[src/rtl/fmxd_pkg.sv]
package fmxd_pkg;

   // Rounding applied when the wide cross-product is scaled down to the output width.
   typedef enum logic {
      FMXD_TRUNCATE = 1'b0,
      FMXD_ROUND_UP = 1'b1
   } fmxd_round_e;

   localparam int unsigned FMXD_DEF_IN_W  = 16;
   localparam int unsigned FMXD_DEF_OUT_W = 16;
   localparam int unsigned FMXD_DEF_SHIFT = 15;

endpackage

[src/rtl/fmxd_delay_diff.sv]
module fmxd_delay_diff #(
   parameter int unsigned IN_W = 16
) (
   input  logic                     clk,
   input  logic                     rst_n,
   input  logic                     in_valid,
   input  logic signed [IN_W-1:0]   in_i,
   input  logic signed [IN_W-1:0]   in_q,
   output logic                     s1_valid,
   output logic                     s1_first,
   output logic signed [IN_W-1:0]   s1_i,
   output logic signed [IN_W-1:0]   s1_q,
   output logic signed [IN_W:0]     s1_di,
   output logic signed [IN_W:0]     s1_dq
);

   localparam int unsigned DIFF_W = IN_W + 1;

   logic signed [IN_W-1:0] hist_i;
   logic signed [IN_W-1:0] hist_q;
   logic                   primed;
   logic signed [DIFF_W-1:0] step_i;
   logic signed [DIFF_W-1:0] step_q;

   // Subtraction one bit wider than the operands, so no step can wrap.
   always_comb begin
      step_i = DIFF_W'(in_i) - DIFF_W'(hist_i);
      step_q = DIFF_W'(in_q) - DIFF_W'(hist_q);
   end

   always_ff @(posedge clk or negedge rst_n) begin
      if (!rst_n) begin
         hist_i   <= '0;
         hist_q   <= '0;
         primed   <= 1'b0;
         s1_valid <= 1'b0;
         s1_first <= 1'b0;
         s1_i     <= '0;
         s1_q     <= '0;
         s1_di    <= '0;
         s1_dq    <= '0;
      end else begin
         s1_valid <= in_valid;
         if (in_valid) begin
            s1_i     <= in_i;
            s1_q     <= in_q;
            s1_di    <= step_i;
            s1_dq    <= step_q;
            s1_first <= !primed;
            hist_i   <= in_i;
            hist_q   <= in_q;
            primed   <= 1'b1;
         end
      end
   end

   // history moves only with the input strobe
   a_r2_hist_hold : assert property (@(posedge clk) disable iff (!rst_n)
      !in_valid |=> ($stable(hist_i) && $stable(hist_q)));

   // once a sample has been taken, later stage outputs are never marked first
   a_r4_first_once : assert property (@(posedge clk) disable iff (!rst_n)
      (in_valid && primed) |=> !s1_first);

endmodule

[src/rtl/fmxd_cross_mult.sv]
module fmxd_cross_mult #(
   parameter int unsigned IN_W = 16
) (
   input  logic                         clk,
   input  logic                         rst_n,
   input  logic                         s1_valid,
   input  logic                         s1_first,
   input  logic signed [IN_W-1:0]       s1_i,
   input  logic signed [IN_W-1:0]       s1_q,
   input  logic signed [IN_W:0]         s1_di,
   input  logic signed [IN_W:0]         s1_dq,
   output logic                         s2_valid,
   output logic                         s2_first,
   output logic signed [2*IN_W+1:0]     s2_pa,
   output logic signed [2*IN_W+1:0]     s2_pb
);

   localparam int unsigned PROD_W = 2 * IN_W + 2;

   logic signed [PROD_W-1:0] cross_a;
   logic signed [PROD_W-1:0] cross_b;

   always_comb begin
      cross_a = PROD_W'(s1_i) * PROD_W'(s1_dq);
      cross_b = PROD_W'(s1_q) * PROD_W'(s1_di);
   end

   always_ff @(posedge clk or negedge rst_n) begin
      if (!rst_n) begin
         s2_valid <= 1'b0;
         s2_first <= 1'b0;
         s2_pa    <= '0;
         s2_pb    <= '0;
      end else begin
         s2_valid <= s1_valid;
         s2_first <= s1_first & s1_valid;
         if (s1_valid) begin
            s2_pa <= cross_a;
            s2_pb <= cross_b;
         end
      end
   end

   // zero step on both rails yields equal (zero) products one stage later
   a_r3_zero_step : assert property (@(posedge clk) disable iff (!rst_n)
      (s1_valid && s1_di == '0 && s1_dq == '0) |=> (s2_pa == '0 && s2_pb == '0));

endmodule

[src/rtl/fmxd_round_sat.sv]
module fmxd_round_sat
   import fmxd_pkg::*;
#(
   parameter int unsigned  PROD_W = 34,
   parameter int unsigned  OUT_W  = 16,
   parameter int unsigned  SHIFT  = 15,
   parameter fmxd_round_e  RMODE  = FMXD_ROUND_UP
) (
   input  logic                      clk,
   input  logic                      rst_n,
   input  logic                      s2_valid,
   input  logic                      s2_first,
   input  logic signed [PROD_W-1:0]  s2_pa,
   input  logic signed [PROD_W-1:0]  s2_pb,
   output logic                      out_valid,
   output logic                      out_first,
   output logic signed [OUT_W-1:0]   out_data
);

   localparam int unsigned SUM_W = PROD_W + 1;
   localparam logic signed [SUM_W-1:0] TOP_V = {{(SUM_W-OUT_W+1){1'b0}}, {(OUT_W-1){1'b1}}};
   localparam logic signed [SUM_W-1:0] BOT_V = {{(SUM_W-OUT_W+1){1'b1}}, {(OUT_W-1){1'b0}}};

   if (OUT_W < 2) begin : g_chk_out
      $error("fmxd_round_sat: OUT_W must be at least 2");
   end
   if (SHIFT >= SUM_W - 1) begin : g_chk_shift
      $error("fmxd_round_sat: SHIFT leaves no integer bits");
   end
   if (OUT_W > SUM_W) begin : g_chk_w
      $error("fmxd_round_sat: OUT_W wider than the raw sum");
   end

   logic signed [SUM_W-1:0] raw;
   logic signed [SUM_W-1:0] biased;
   logic signed [SUM_W-1:0] scaled;
   logic signed [SUM_W-1:0] clamped;

   always_comb raw = SUM_W'(s2_pa) - SUM_W'(s2_pb);

   // Rounding variant chosen at elaboration; zero shift needs no bias.
   if (RMODE == FMXD_ROUND_UP && SHIFT > 0) begin : g_round
      localparam logic signed [SUM_W-1:0] HALF = SUM_W'(1) << (SHIFT - 1);
      always_comb biased = raw + HALF;
   end else begin : g_trunc
      always_comb biased = raw;
   end

   always_comb begin
      scaled = biased >>> SHIFT;
      if (scaled > TOP_V)      clamped = TOP_V;
      else if (scaled < BOT_V) clamped = BOT_V;
      else                     clamped = scaled;
   end

   always_ff @(posedge clk or negedge rst_n) begin
      if (!rst_n) begin
         out_valid <= 1'b0;
         out_first <= 1'b0;
         out_data  <= '0;
      end else begin
         out_valid <= s2_valid;
         out_first <= s2_first & s2_valid;
         if (s2_valid) out_data <= clamped[OUT_W-1:0];
      end
   end

   // clamping and rounding never invert the sign of a large raw value
   a_r6_sign_kept : assert property (@(posedge clk) disable iff (!rst_n)
      (s2_valid && raw > SUM_W'(1) <<< SHIFT) |=> !out_data[OUT_W-1]);

   a_r6_neg_kept : assert property (@(posedge clk) disable iff (!rst_n)
      (s2_valid && raw < -(SUM_W'(1) <<< SHIFT)) |=> out_data[OUT_W-1]);

   // the marker never appears without a strobe
   a_r4_first_has_valid : assert property (@(posedge clk) disable iff (!rst_n)
      out_first |-> out_valid);

endmodule

[src/rtl/fm_xprod_discriminator.sv]
module fm_xprod_discriminator
   import fmxd_pkg::*;
#(
   parameter int unsigned IN_W  = FMXD_DEF_IN_W,
   parameter int unsigned OUT_W = FMXD_DEF_OUT_W,
   parameter int unsigned SHIFT = FMXD_DEF_SHIFT,
   parameter fmxd_round_e RMODE = FMXD_ROUND_UP
) (
   input  logic                    clk,
   input  logic                    rst_n,
   input  logic                    in_valid,
   input  logic signed [IN_W-1:0]  in_i,
   input  logic signed [IN_W-1:0]  in_q,
   output logic                    out_valid,
   output logic signed [OUT_W-1:0] out_data,
   output logic                    out_first
);

   localparam int unsigned DIFF_W = IN_W + 1;
   localparam int unsigned PROD_W = IN_W + DIFF_W + 1;

   if (IN_W < 2) begin : g_chk_in
      $error("fm_xprod_discriminator: IN_W must be at least 2");
   end

   logic                     s1_valid, s1_first;
   logic signed [IN_W-1:0]   s1_i, s1_q;
   logic signed [DIFF_W-1:0] s1_di, s1_dq;
   logic                     s2_valid, s2_first;
   logic signed [PROD_W-1:0] s2_pa, s2_pb;

   fmxd_delay_diff #(.IN_W(IN_W)) u_diff (
      .clk(clk), .rst_n(rst_n), .in_valid(in_valid), .in_i(in_i), .in_q(in_q),
      .s1_valid(s1_valid), .s1_first(s1_first), .s1_i(s1_i), .s1_q(s1_q),
      .s1_di(s1_di), .s1_dq(s1_dq)
   );

   fmxd_cross_mult #(.IN_W(IN_W)) u_mult (
      .clk(clk), .rst_n(rst_n), .s1_valid(s1_valid), .s1_first(s1_first),
      .s1_i(s1_i), .s1_q(s1_q), .s1_di(s1_di), .s1_dq(s1_dq),
      .s2_valid(s2_valid), .s2_first(s2_first), .s2_pa(s2_pa), .s2_pb(s2_pb)
   );

   fmxd_round_sat #(.PROD_W(PROD_W), .OUT_W(OUT_W), .SHIFT(SHIFT), .RMODE(RMODE)) u_rsat (
      .clk(clk), .rst_n(rst_n), .s2_valid(s2_valid), .s2_first(s2_first),
      .s2_pa(s2_pa), .s2_pb(s2_pb),
      .out_valid(out_valid), .out_first(out_first), .out_data(out_data)
   );

   // Edge count since reset release, so the latency check never reaches before reset.
   logic [1:0] settle;
   always_ff @(posedge clk or negedge rst_n) begin
      if (!rst_n)              settle <= '0;
      else if (settle != 2'd3) settle <= settle + 2'd1;
   end

   // output strobe trails the input strobe by exactly three cycles
   a_r5_latency : assert property (@(posedge clk) disable iff (!rst_n)
      (settle == 2'd3) |-> (out_valid == $past(in_valid, 3)));

   // a repeated sample gives an exact zero two edges after stage one sees it
   a_r3_const_zero : assert property (@(posedge clk) disable iff (!rst_n)
      (s1_valid && s1_di == '0 && s1_dq == '0) |=> ##1 (out_valid && out_data == '0));

endmodule

[config.mk]
export PLATFORM = sky130hd
export DESIGN_NAME = fm_xprod_discriminator
export DESIGN_NICKNAME = d
export VERILOG_FILES = /design/src/rtl/fmxd_pkg.sv /design/src/rtl/fmxd_delay_diff.sv /design/src/rtl/fmxd_cross_mult.sv /design/src/rtl/fmxd_round_sat.sv /design/src/rtl/fm_xprod_discriminator.sv
export SDC_FILE = /design/constraint.sdc
export NUM_CORES = 2
export LEC_CHECK = 0
export ABC_AREA = 1
export BUFFER_PORTS_ARGS = -buffer_cell sky130_fd_sc_hd__buf_2
export CAP_MARGIN = 0
export CORE_ASPECT_RATIO = 0.7
export CORE_MARGIN = 5
export CORE_UTILIZATION = 66
export CTS_BUF_LIST = sky130_fd_sc_hd__clkbuf_4
export DETAILED_ROUTE_END_ITERATION = 12
export GPL_TIMING_DRIVEN = 0
export PLACE_DENSITY = 0.83
export REMOVE_ABC_BUFFERS = 1
export SLEW_MARGIN = 30
export SYNTH_ARGS = -nofsm -noshare
export SYNTH_HDL_FRONTEND = slang
export SYNTH_HIERARCHICAL = 1
export SYNTH_SLANG_ARGS = --single-unit
[constraint.sdc]
create_clock -name clk -period 17.95 [get_ports clk]
set_clock_uncertainty 0.15 [all_clocks]
set_input_delay 0.8975 -clock clk [delete_from_list [all_inputs] [get_ports clk]]
set_output_delay 0.8975 -clock clk [all_outputs]
set_load 0.03 [all_outputs]
# ---- Word level (Yosys, flattened, before mapping)
# Cells that the tools add are included.
dict set report totals {
  reg_bits 155
  word_cells 27
  out_inout_bits 18
  input_bits 35
}
dict set report classes {
  n_mux 2
  n_bitwise 2
  addsub 4
  mul 2
  reduce_logical 1
  n_lt_le_gt_ge 2
}
# cell n
set op_table {}
lappend op_table {{16-bit by 17-bit multiplier with 33-bit output} 2}
lappend op_table {{34-bit by 16-bit adder with 35-bit output (second input constant)} 1}
lappend op_table {{16-bit by 16-bit subtractor with 17-bit output} 2}
lappend op_table {{33-bit by 33-bit subtractor with 34-bit output} 1}
lappend op_table {{16-bit two-way mux} 2}
lappend op_table {{20-bit by 16-bit > comparator with 1-bit output (second input constant)} 1}
lappend op_table {{20-bit by 16-bit less-than comparator with 1-bit output (second input constant)} 1}
lappend op_table {{1-bit AND} 2}
lappend op_table {{1-bit logical NOT} 1}

# ---- Longest topological paths before layout
dict set report logic_depth {
  ltp_word 5
  ltp_mapped 28
}

# ---- By module
# Netlist, hierarchy kept.
# mod area_per_inst_um2 n_inst cells_per_inst seq_area_each_um2
set modules_own_cells {}
lappend modules_own_cells {fmxd_cross_mult 25026.5 1 3322 1701.6}
lappend modules_own_cells {fmxd_delay_diff 4563.1 1 678 1726.7}
lappend modules_own_cells {fmxd_round_sat 3329.4 1 505 450.4}

# ---- Worst setup path after synthesis
# Ideal clock, no wire load.
dict set report synth_path {
  path_type {flip-flop to flip-flop}
  start {reg u_diff.s1_q[5]}
  end {reg u_mult.s2_pb[24]}
  stages_incl_launch_ff 23
  required_time_ns 17.683
  synth_period_minus_slack_ns 5.737
  path_slack_ns 12.213
  arrival_time_ns 5.469
  cell_sequence {dfrtp_1 -> clkbuf_1 -> clkbuf_1 -> nand2_1 -> fa_1 -> inv_1 -> fa_1 -> fa_1 -> fa_1 -> fa_1 -> inv_1 -> fa_1 -> inv_1 -> ha_1 -> a21oi_1 -> nand2_1 -> inv_1 -> nand2_1 -> inv_1 -> nand3_1 -> or2_2 -> nand3_1 -> nand2_1}
}
dict set report synth_via {
  elab_chain_len 1
}
# item line_no
set synth_lines {}
lappend synth_lines {{start, declared} fmxd_delay_diff.sv:12} ;# output logic signed [IN_W-1:0] s1_q,
lappend synth_lines {{start signal, assigned} fmxd_delay_diff.sv:46} ;# s1_q <= in_q;
lappend synth_lines {{16-bit by 17-bit multiplier with 33-bit output} fmxd_cross_mult.sv:25} ;# cross_b = PROD_W'(s1_q) * PROD_W'(s1_di);
lappend synth_lines {{end signal, assigned} fmxd_cross_mult.sv:39} ;# s2_pb <= cross_b;
lappend synth_lines {{end, declared} fmxd_cross_mult.sv:15} ;# output logic signed [2*IN_W+1:0] s2_pb
# No other way between the ends.
# A chain may end at the register's enable or synchronous reset.

# ---- Worst setup path after layout
dict set report layout_path {
  start {reg u_diff.s1_i[1]}
  end {reg u_mult.s2_pa[29]}
}
dict set report layout_via {
  elab_chain_len 1
}
# item line_no
set layout_lines {}
lappend layout_lines {{start, declared} fmxd_delay_diff.sv:11} ;# output logic signed [IN_W-1:0] s1_i,
lappend layout_lines {{start signal, assigned} fmxd_delay_diff.sv:45} ;# s1_i <= in_i;
lappend layout_lines {{16-bit by 17-bit multiplier with 33-bit output} fmxd_cross_mult.sv:24} ;# cross_a = PROD_W'(s1_i) * PROD_W'(s1_dq);
lappend layout_lines {{end signal, assigned} fmxd_cross_mult.sv:38} ;# s2_pa <= cross_a;
lappend layout_lines {{end, declared} fmxd_cross_mult.sv:14} ;# output logic signed [2*IN_W+1:0] s2_pa,
# No other way between the ends.

==> key figures <==
Drt
  – Wire length per cell: 16.02 um
  – Routed Antenna Nets: 0
  – Via count: 27,390
  – Avg Vias per Cell: 5.368
  – Routed wire length: 81.75 mm
  – Remaining DRCs: 0
  – Initial DRT Pass Iterations: 6
  – Initial DRC count: 2,816

STA
  – Setup TNS: 0 ps
  – Fin crit period: 6801 ps
  – Final slew viol count: 0
  – F_max: 147.0 MHz
  – RSZ-0062 raised after global routing: false
  – Final Hold Viols: 0
  – Final setup viols: 0
  – Final period util: 37.89%
  – Rel. slew slack: 36.91%
  – Worst-margin pin slew: 946.4 ps

Clock tree
  – Reg clk slew, reported paths: 160 ps
  – Root Driver: clkbuf_4
  – Hold Buf Count CTS: 0
  – Num CTS Buffers: 17
  – CTS tree: yes
  – Clock sink count: 155
  – Clk_lat worst skew: 660 ps
  – Postcts setup bufs: 0
  – Clk buf depth: 2
  – Post_cts resized: 0
  – H-tree Lvls: 4

Run status
  – Outcome: finished, final reports clean

Run
  – MaxCap Viol Count: 0

Cells and area
  – Share of cells above drive strength 1: 4.373%
  – Commonest cells after routing, fill and taps aside: nand2_1, inv_1, fa_1
  – Commonest non-fill, non-tap cell in the layout: nand2_1
  – Syn-to-layout area delta: 2.425%
  – Nets@finish: 5,278

Yosys
  – Post-synth top area share: 33.69%
  – Main combinational cell family by area after synthesis: adder cells
  – Ys async rst share: 100.0%
  – Sequential fraction of the synthesis area: 11.78%
  – Yosys top cell by area: fa_1
  – Netlist cell types: 44
  – Area contributors post-synth: fa_1, nand2_1, inv_1
  – Number of flops mapped to enable cells by yosys: 0
  – Post-Synthesis Cell Area: 32,920 um2
  – Yosys reg bits: 155
  – Post-synthesis cell count: 4,505
  – Adder-cell share of the synthesized area: 43.76%
  – Post-synthesis compound-gate area fraction: 4.455%
  – Yosys warns: 6
  – XOR/XNOR share of the synthesized area: 1.144%
  – Mean Syn Cell Area: 7.307 um2
  – Post-synthesis mux area share: 0%
  – Post-synth top flop: dfrtp_1
  – Post-synthesis simple-gate area fraction: 23.04%

Die
  – Rows: 68
  – Die area: 54,520 um2
  – Die Ht: 196.9 um
  – Core Box Area: 49,350 um2
  – DIE WIDTH: 276.9 um
  – Ports: 53
  – Initial Util: 66.71%

Global route
  – Vias in the first global route: 27,780
  – Initial antenna violation count: 2
  – Largest net degree at the start of global routing: 85
  – GRT Overall Usage: 30.85%
  – First-pass GRT wire length: 137.2 mm
  – GRT overflow: 0

Worst setup path
  – CP max FO: 19
  – Reg-to-reg startpoint: u_diff/s1_i[1]
  – WS Path Type: reg -> reg
  – Reg2reg end: u_mult/s2_pa[29]
  – CP Capture Type: register
  – Cell depth of the worst flop-to-flop path: 20
  – R2R setup slack: 11,150 ps
  – Crit. Startpoint: u_diff/s1_i[1]
  – Worst Path Required: 18,360 ps
  – Worst setup SP type: register
  – CP arrival: 7210 ps

Worst hold path
  – Type of the tightest min-delay check: in -> async

Placed design
  – Gpl congestion: 0.9783
  – Post-DP HPWL: 67.26 mm
  – PortBufs: 52
[sequential cells by signal, indices dropped and copies added (netlist names), 16 cells and up]
signal and count:
u_rsat/out_data 16, u_diff/s1_q 16, u_mult/s2_pb 33, u_diff/s1_dq 17, u_diff/s1_di 17, u_mult/s2_pa 33
u_diff/s1_i 16
[worst max path at each step]
stage | to | slack [ps]
after global routing | u_mult/s2_pa[31] | 10840
after detailed placement | u_mult/s2_pa[32] | 11340
after CTS | u_mult/s2_pa[32] | 11300
final | u_mult/s2_pa[29] | 11150
after global placement | u_mult/s2_pa[32] | 11380
after floorplan | u_mult/s2_pb[24] | 12240
[per-stage QoR]
| step | cells | util (%) | hold slack [ps] | setup WS, ps | cell area [um2] |
|---|---|---|---|---|---|
| 6_report | 5102 | 68.33 | 33.38 | 11150 | 33720 |
| 3_5_place_dp | 5070 | 67.78 | 296.8 | 11340 | 33450 |
| 3_3_place_gp | 5068 | 67.63 | 290.3 | 11380 | 33370 |
| 5_1_grt | 5102 | 68.33 | 9.341 | 10840 | 33720 |
| 4_1_cts | 5101 | 68.32 | 3.938 | 11300 | 33710 |
| 2_1_floorplan | 4351 | - | 262.6 | 12240 | 32280 |
[routing by layer]
metal / vias up / part of all wire, % / global-route usage (%)
li1: 12890 / - / -
met1: 13140 / 45 / 46.05
met2: 1275 / 42 / 46.36
met3: 86 / 11 / 7.993
met4: 2 / 1.6 / 6.273
met5: - / 0.0086 / 0
[logic make-up after synthesis]
family                     Yosys count
DFF                                155
xor gates and xnor gates            43
buffers and inverters             1371
AOI/OAI and AO/OA                  265
adders and majority gates          819
and+or+nand+nor                   1852
[synthesized netlist by cell type, drive strengths merged, types with 24 or more instances]
master,instances
nor2,189
clkbuf,137
nand4,24
nand2,1402
ha,265
nor3,34
nand3,160
dfrtp,155
o21ai,104
fa,554
inv,1217
a21oi,132
xnor2,30
[critical path, cell delays in order (launching register included)]
cell,delay [ps]
dfrtp_1,950
nand2_1,220
inv_1,170
fa_1,560
fa_1,950
fa_1,550
fa_1,500
fa_1,490
inv_1,50
fa_1,470
inv_1,40
ha_1,410
nand2_1,150
inv_1,70
nand2_1,110
nor3_1,260
nand3_1,170
nand2_1,100
nand2_1,50
nand3_1,170
nand2_1,70
[final cells by class]
type	instances	area, um2
Timing Repair Buffer	54	327.8
Fill cell	4206	15630
Sequential cell	155	3882
Antenna cell	1	2.502
Tap cell	665	832.0
Multi-Input combinational cell	2979	23840
Clock inverter	14	138.9
Clock buffer	17	127.6
Inverter	1217	4571
Power is not shown: default switching activity piles up to over one toggle a cycle in this logic, so the estimate is an artifact.
